### src/rtl/alu16.sv
module alu16 (
  input  logic [15:0] src_i,
  input  logic [15:0] dst_i,
  input  logic        carry_i,
  input  logic [3:0]  op_i,
  input  logic        byte_i,
  output logic [15:0] res_o,
  output logic        wr_o,
  output logic        flag_o,
  output logic        c_o,
  output logic        z_o,
  output logic        n_o,
  output logic        v_o
);
  localparam logic [3:0] OP_ADD = 4'd0, OP_ADDC = 4'd1, OP_SUB = 4'd2, OP_SUBC = 4'd3,
                         OP_CMP = 4'd4, OP_DADD = 4'd5, OP_AND = 4'd6, OP_XOR = 4'd7,
                         OP_BIT = 4'd8, OP_BIS = 4'd9, OP_BIC = 4'd10, OP_RRA = 4'd11,
                         OP_RRC = 4'd12, OP_SXT = 4'd13, OP_SWPB = 4'd14;

  logic        is_sub, cin_sel, full, narrow;
  logic [15:0] opb, raw;
  logic [16:0] sum_w;
  logic [8:0]  sum_b;
  logic [15:0] bcd;
  logic [4:0]  dcar;
  logic [4:0]  dig;
  logic        arith, logic_c, c_raw, v_raw, am, bm, rm, zz, nn;

  assign is_sub = (op_i == OP_SUB) || (op_i == OP_SUBC) || (op_i == OP_CMP);
  assign opb    = is_sub ? ~src_i : src_i;
  assign cin_sel = (op_i == OP_SUB || op_i == OP_CMP) ? 1'b1 :
                   (op_i == OP_ADDC || op_i == OP_SUBC) ? carry_i : 1'b0;
  assign sum_w  = {1'b0, dst_i} + {1'b0, opb} + {16'd0, cin_sel};
  assign sum_b  = {1'b0, dst_i[7:0]} + {1'b0, opb[7:0]} + {8'd0, cin_sel};
  assign arith  = (op_i <= OP_CMP);
  assign full   = (op_i >= OP_SXT);
  assign narrow = byte_i && !full;

  always_comb begin
    dcar[0] = carry_i;
    bcd = '0;
    dig = '0;
    for (int k = 0; k < 4; k++) begin
      dig = {1'b0, dst_i[4*k +: 4]} + {1'b0, src_i[4*k +: 4]} + {4'd0, dcar[k]};
      dcar[k+1] = (dig > 5'd9);
      if (dig > 5'd9) dig = dig + 5'd6;
      bcd[4*k +: 4] = dig[3:0];
    end
  end

  always_comb begin
    raw = dst_i;
    c_raw = 1'b0;
    logic_c = 1'b0;
    unique case (op_i)
      OP_ADD, OP_ADDC, OP_SUB, OP_SUBC, OP_CMP: begin
        raw = sum_w[15:0];
        c_raw = byte_i ? sum_b[8] : sum_w[16];
      end
      OP_DADD: begin
        raw = bcd;
        c_raw = byte_i ? dcar[2] : dcar[4];
      end
      OP_AND, OP_BIT: begin raw = dst_i & src_i; logic_c = 1'b1; end
      OP_XOR:  begin raw = dst_i ^ src_i; logic_c = 1'b1; end
      OP_BIS:  raw = dst_i | src_i;
      OP_BIC:  raw = dst_i & ~src_i;
      OP_RRA: begin
        raw = byte_i ? {8'h00, dst_i[7], dst_i[7:1]} : {dst_i[15], dst_i[15:1]};
        c_raw = dst_i[0];
      end
      OP_RRC: begin
        raw = byte_i ? {8'h00, carry_i, dst_i[7:1]} : {carry_i, dst_i[15:1]};
        c_raw = dst_i[0];
      end
      OP_SXT:  begin raw = {{8{dst_i[7]}}, dst_i[7:0]}; logic_c = 1'b1; end
      OP_SWPB: raw = {dst_i[7:0], dst_i[15:8]};
      default: raw = dst_i;
    endcase
  end

  assign res_o = narrow ? {8'h00, raw[7:0]} : raw;
  assign am    = byte_i ? dst_i[7] : dst_i[15];
  assign bm    = byte_i ? opb[7]   : opb[15];
  assign rm    = narrow ? res_o[7] : res_o[15];
  assign v_raw = arith && (am == bm) && (rm != am);
  assign zz    = (res_o == 16'd0);
  assign nn    = rm;

  assign wr_o   = !(op_i == OP_CMP || op_i == OP_BIT || op_i == 4'd15);
  assign flag_o = !(op_i == OP_BIS || op_i == OP_BIC || op_i == OP_SWPB || op_i == 4'd15);
  assign c_o    = flag_o && (logic_c ? !zz : c_raw);
  assign z_o    = flag_o && zz;
  assign n_o    = flag_o && nn;
  assign v_o    = flag_o && v_raw;
endmodule

### config.mk
export PLATFORM = sky130hd
export DESIGN_NAME = alu16
export DESIGN_NICKNAME = d
export VERILOG_FILES = /design/src/rtl/alu16.sv
export SDC_FILE = /design/constraint.sdc
export NUM_CORES = 1
export LEC_CHECK = 0
export ABC_AREA = 1
export ABC_CLOCK_PERIOD_IN_PS = 7900
export CAP_MARGIN = 0
export CORE_ASPECT_RATIO = 1.1
export CORE_MARGIN = 3
export CORE_UTILIZATION = 54
export DETAILED_ROUTE_END_ITERATION = 7
export DONT_BUFFER_PORTS = 1
export PLACE_DENSITY = 0.77
export SLEW_MARGIN = 30
export SYNTH_ARGS = -nofsm -noshare
export SYNTH_HDL_FRONTEND = slang
export SYNTH_SLANG_ARGS = --single-unit
### constraint.sdc
create_clock -name vclk -period 7.9
set_input_delay 0.395 -clock vclk [all_inputs]
set_output_delay 0.395 -clock vclk [all_outputs]
set_load 0.005 [all_outputs]
==> metrics.md, run 1 <==
| Metric | Value |
|---|---|
| Final net count | 834 |
| Period utilisation layout | 95.3% |
| Peak Freq | 133 MHz |
| Gr ovfl total | 0 |
| Met1 Track Usage GR | 40.1% |
| Worst Setup EP | c_o |
| Pre-antenna DRT Iters | 6 |
| Violation count after the first detailed-route iteration | 512 |
| Slew Limit Fails | 0 |
| Met2 Usage GRT | 51.8% |
| Number of port buffers | 0 |
| Critical Path Fanout Max | 5 |
| Cells taking the most area after synthesis | nand2_1, ha_1, inv_1, nand3_1, nor2_1 |
| First-pass GRT wire length | 20.8 mm |
| Setup WS post-layout | 0.373 ns |
| Clock buffers | 0 |
| FP Rows | 32 |
| Switching part of the total power | 64.5% |
| Cell taking the most area after synthesis | nand2_1 |
| Reg power frac | 0% |
| Most Frequent Cell on Critical Path | nand2_1 |
| Post-Syn Instances | 745 |
| CP startpoint | src_i[0] |
| Routed len/inst | 16.0 µm |
| Cell area after synthesis | 0.00395 mm² |
| Yosys warnings | 0 |
| Number of flip-flops and latches | 0 |
| NetSw | 231 µW |
| Initial antenna violation count | 0 |
| Post-DRT Antenna Nets | 0 |
| Synth top area share | 21.3% |
| Area grow syn2layout | 2.28% |
| Crit-path max cell delay | 0.54 ns |
| Sequential cell area fraction in the yosys report | 0% |
| Core footprint | 0.00705 mm² |
| Die width | 87.5 µm |
| Gpl congestion | 1.00 |
| Yosys cell types | 38 |
| Worst EP arrival | 7.13 ns |
| WS Path Type | primary input to primary output |
| Max Cap Viol | 0 |
| Tightest Hold Check Type | primary input to primary output |
| Final setup violation count | 0 |
| PD cells | 88.8 mW/mm² |
| Ports | 60 |
| Worst slack at placement | 0.166 ns |
| Final Hold Fails | 0 |
| Top Usage Layer GRT | met2 |
| Post-layout min period | 7.53 ns |
| CP required | 7.51 ns |
| Clock network power share | 0% |
| Vias in the first global route | 4206 |
| Initial core utilization | 56.0% |
| Die ar. | 0.00837 mm² |
| Worst Setup End Kind | primary output |
| Largest net degree at the start of global routing | 19 |
| Register area | 0 µm² |
| GRT Total Usage | 31.1% |
| DRC | 0 |
| Multi-input combinational cell area | 0.00342 mm² |
| Post-Layout Cell Count | 822 |
| Post-Route WL | 13.2 mm |
| Int Power | 127 µW |
| Pleak | 0.00238 µW |
| CTS hold repair buffers | 0 |
| Antenna diodes | 0 |
| Worst slew pin tran | 0.970 ns |
| Fillcell total | 728 |
| HP Start | dst_i[3] |
| Mapped Nets | 840 |
| Share of layout cells above drive strength 1 | 7.19% |
| Detailed-route via count | 4800 |
| Syn Area/Cell | 5.30 µm² |
| CP startpoint kind | primary input |
| Chip height | 95.7 µm |
| Placed cells | 821 |
| Status | finished clean |
| Total power | 358 µW |
| Met3 Use GR | 5.01% |
| Combinational share of power | 100.0% |
| Peak supply drop | 0.0489 mV |
| Detailed-placement wirelength estimate | 10.7 mm |
| CP max-delay cell | fa_2 |
| Max-slew headroom | 35.1% |
| Number of vias per cell | 5.84 |
-- timing repair --
action	4_1_cts	5_1_grt
gates resized for setup	0	16
setup endpoints to repair	0	7
buffers inserted	0	1
-- synthesized netlist by cell type (2+ instances only) --
cell type  instances
o22ai_1            5
nand2_2           10
xor2_1            16
buf_4              4
nand3_1           88
nor2_2             4
a21oi_2            3
and2_1             4
buf_2              2
inv_1            129
nor3_1             5
a21boi_0           3
o211ai_1           4
o21ai_1            9
or2_2              4
buf_6              3
o21ai_0           39
nand4_1            5
fa_1              10
nand2_1          224
nor2_4             5
nor2_1            69
ha_1              47
inv_2              6
nand3b_1           3
a21oi_1           32
-- critical path, delay by kind of cell --
kind,cells,cell delay (ns)
AO/OA/AOI/OAI,1,0.12
AND/OR/NAND/NOR,23,2.14
adder cells (fa/ha/maj),10,3.79
buffers and inverters,9,0.69
-- layer usage --
metal  part of all wire, %  routed length, µm
met5                     0                  0
met4                   3.8                494
met3                    11               1480
met2                    45               5910
met1                    40               5280
-- layout by cell type (no fill, tap or decap), types with 2 or more instances in the layout --
| cell type | netlist | routed |
|---|---|---|
| a21oi_2 | 3 | 3 |
| o21ai_1 | 9 | 9 |
| nand2_2 | 10 | 14 |
| nand2_1 | 224 | 219 |
| a21boi_0 | 3 | 2 |
| fa_1 | 10 | 6 |
| o211ai_1 | 4 | 4 |
| nand3_1 | 88 | 86 |
| ha_1 | 47 | 46 |
| nor2_1 | 69 | 68 |
| fa_2 | 0 | 4 |
| nor2_4 | 5 | 5 |
| inv_2 | 6 | 6 |
| or2_2 | 4 | 4 |
| inv_1 | 129 | 129 |
| nand4_1 | 5 | 5 |
| a21oi_1 | 32 | 32 |
| nor2_2 | 4 | 5 |
| and2_1 | 4 | 4 |
| o21ai_0 | 39 | 39 |
| nor3_1 | 5 | 5 |
| nand3_2 | 1 | 3 |
| nand2_4 | 1 | 2 |
| xor2_1 | 16 | 16 |
| nand3b_1 | 3 | 3 |
| o22ai_1 | 5 | 5 |
-- power by group through the flow --
| stage | combinational [µW] | sequential, µW | clock [µW] |
|---|---|---|---|
| after CTS | 339 | 0 | 0 |
| after detailed placement | 337 | 0 | 0 |
| after global routing | 406 | 0 | 0 |
| final | 358 | 0 | 0 |
| after floorplan | 270 | 0 | 0 |
| after global placement | 329 | 0 | 0 |
-- metrics by stage --
step | TNS [ns] | hold slack (ns) | area (µm²) | util, %
after floorplan | 0 | 0.927 | 3950 | -
after global placement | 0 | 0.947 | 3980 | 56.5
after detailed placement | 0 | 0.951 | 3980 | 56.5
after CTS | 0 | 0.951 | 3980 | 56.5
after global routing | -0.215 | 0.976 | 4040 | 57.3
final | 0 | 0.955 | 4040 | 57.3
-- final cells by class --
| type | count | share of cell area, % |
|---|---|---|
| Timing Repair Buffer | 1 | 0.186 |
| Tap cell | 85 | 2.63 |
| Multi-Input combinational cell | 601 | 84.6 |
| Inverter | 135 | 12.6 |
-- worst min-delay path by stage --
stage                     to  slack (ns)  cells after the start
finish              res_o[3]        0.96                      2
global route        res_o[3]        0.98                      2
CTS                 res_o[3]        0.95                      2
detailed placement  res_o[3]        0.95                      2
global placement    res_o[3]        0.95                      2
floorplan           res_o[0]        0.93                      2
-- kinds of logic after synthesis --
logic type / after synthesis / synth area share [%]
fa+ha+maj: 57 / 20.0
compound gates: 101 / 14.3
simple gates: 426 / 47.2
buf+inv: 144 / 14.7
xor+xnor: 17 / 3.77
No activity file was read; power rests on OpenSTA's default activity.
==> run 2: changes to the inputs <==
RECOVER_POWER = 25   (was default)
REMOVE_ABC_BUFFERS = 1   (was default)
==> metrics.md, run 2 (synthesized netlist as in run 1, its figures left out) <==
| Metric | Value |
|---|---|
| Clock buffers | 0 |
| GRT Total Usage | 32.7% |
| Vias in the first global route | 4363 |
| PD cells | 90.3 mW/mm² |
| Max Cap Viol | 1 |
| Final Hold Fails | 0 |
| CP startpoint kind | primary input |
| Slew Limit Fails | 17 |
| Number of port buffers | 0 |
| Crit-path max cell delay | 0.55 ns |
| Worst Setup End Kind | primary output |
| Routed len/inst | 16.9 µm |
| Detailed-placement wirelength estimate | 11.3 mm |
| Setup WS post-layout | 0.429 ns |
| Util after Layout | 57.0% |
| Combinational share of power | 100.0% |
| Ports | 60 |
| Initial antenna violation count | 0 |
| CP max-delay cell | fa_2 |
| Max-slew headroom | -121% |
| Post-Route WL | 13.9 mm |
| Reg power frac | 0% |
| Peak supply drop | 0.0535 mV |
| Antenna diodes | 0 |
| Gpl congestion | 0.986 |
| Critical Path Fanout Max | 5 |
| Die width | 87.5 µm |
| Die ar. | 0.00837 mm² |
| Final net count | 834 |
| Int Power | 127 µW |
| Share of layout cells above drive strength 1 | 6.78% |
| Worst slew pin tran | 3.29 ns |
| Post-DRT Antenna Nets | 0 |
| NetSw | 236 µW |
| Post-layout min period | 7.47 ns |
| Placed inst area | 0.00398 mm² |
| Pleak | 0.00238 µW |
| Status | finished with violations |
| WS Path Type | primary input to primary output |
| Largest net degree at the start of global routing | 19 |
| Register area | 0 µm² |
| Tightest Hold Check Type | primary input to primary output |
| CTS hold repair buffers | 0 |
| Clock network power share | 0% |
| Number of vias per cell | 5.91 |
| Final setup violation count | 0 |
| FP Rows | 32 |
| Violation count after the first detailed-route iteration | 381 |
| Number of flip-flops and latches | 0 |
| Pre-antenna DRT Iters | 5 |
| Worst EP arrival | 7.08 ns |
| Initial core utilization | 56.0% |
| Switching part of the total power | 65.0% |
| Area grow syn2layout | 1.81% |
| Post-route cell area | 0.00402 mm² |
| Detailed-route via count | 4862 |
| Peak Freq | 134 MHz |
| Worst slack at placement | 0.128 ns |
| Fillcell total | 749 |
| Chip height | 95.7 µm |
| Period utilisation layout | 94.6% |
| Gr ovfl total | 0 |
| CP required | 7.51 ns |
| Most frequent cells in the layout | nand2_1, inv_1, nand3_1 |
| Failing checks | capacitance limit, slew limit |
| Leading cell type in the layout, fill and taps excluded | nand2_1 |
| DRC | 0 |
| Core footprint | 0.00705 mm² |
| Total power | 363 µW |
| Most Frequent Cell on Critical Path | nand2_1 |
| First-pass GRT wire length | 21.7 mm |
==> run 2: power by group through the flow <==
stage | logic [µW] | clock network, µW | registers [µW]
4_1_cts | 345 | 0 | 0
2_1_floorplan | 266 | 0 | 0
5_1_grt | 410 | 0 | 0
6_report | 363 | 0 | 0
3_3_place_gp | 333 | 0 | 0
3_5_place_dp | 343 | 0 | 0
==> run 2: worst max-delay path, delay by kind of cell <==
kind	cells	cell delay (ns)
buffers and inverters	9	0.66
adder cells (fa/ha/maj)	10	3.75
AO/OA/AOI/OAI	1	0.16
AND/OR/NAND/NOR	23	2.09
==> run 2: final cells by class <==
cell class / count / area [µm²] / share of cell area (%)
inverters: 135 / 507 / 12.6
multi-input cells: 601 / 3400 / 84.6
well taps: 85 / 106 / 2.65
repair buffers: 1 / 7.51 / 0.187
==> run 2: through the flow <==
| stage | hold WS (ns) | std cells | setup TNS [ns] |
|---|---|---|---|
| 2_1_floorplan | 0.927 | 736 | 0 |
| 3_3_place_gp | 0.954 | 821 | 0 |
| 3_5_place_dp | 0.950 | 821 | 0 |
| 4_1_cts | 0.949 | 821 | 0 |
| 5_1_grt | 0.973 | 822 | -0.0248 |
| 6_report | 0.952 | 822 | 0 |
==> run 2: timing repair <==
action | 4_1_cts | 5_1_grt
resized for setup | 0 | 17
setup endpoints to repair | 0 | 7
setup buffers | 0 | 1
==> run 2: path summary, 6_finish.rpt <==
| check | startpoint | endpoint | slack [ns] | cells after the start |
|---|---|---|---|---|
| setup / recovery | src_i[0] | c_o | 0.43 | 43 |
| hold / removal | dst_i[0] | res_o[0] | 0.95 | 2 |
==> run 2: metal layers <==
metal	wire [µm]	up-vias	GRT usage [%]
met1	5640	2214	43.6
met5	0	-	0
met2	6630	243	57.1
met4	442	0	7.16
met3	1140	46	2.77
li1	-	2359	-
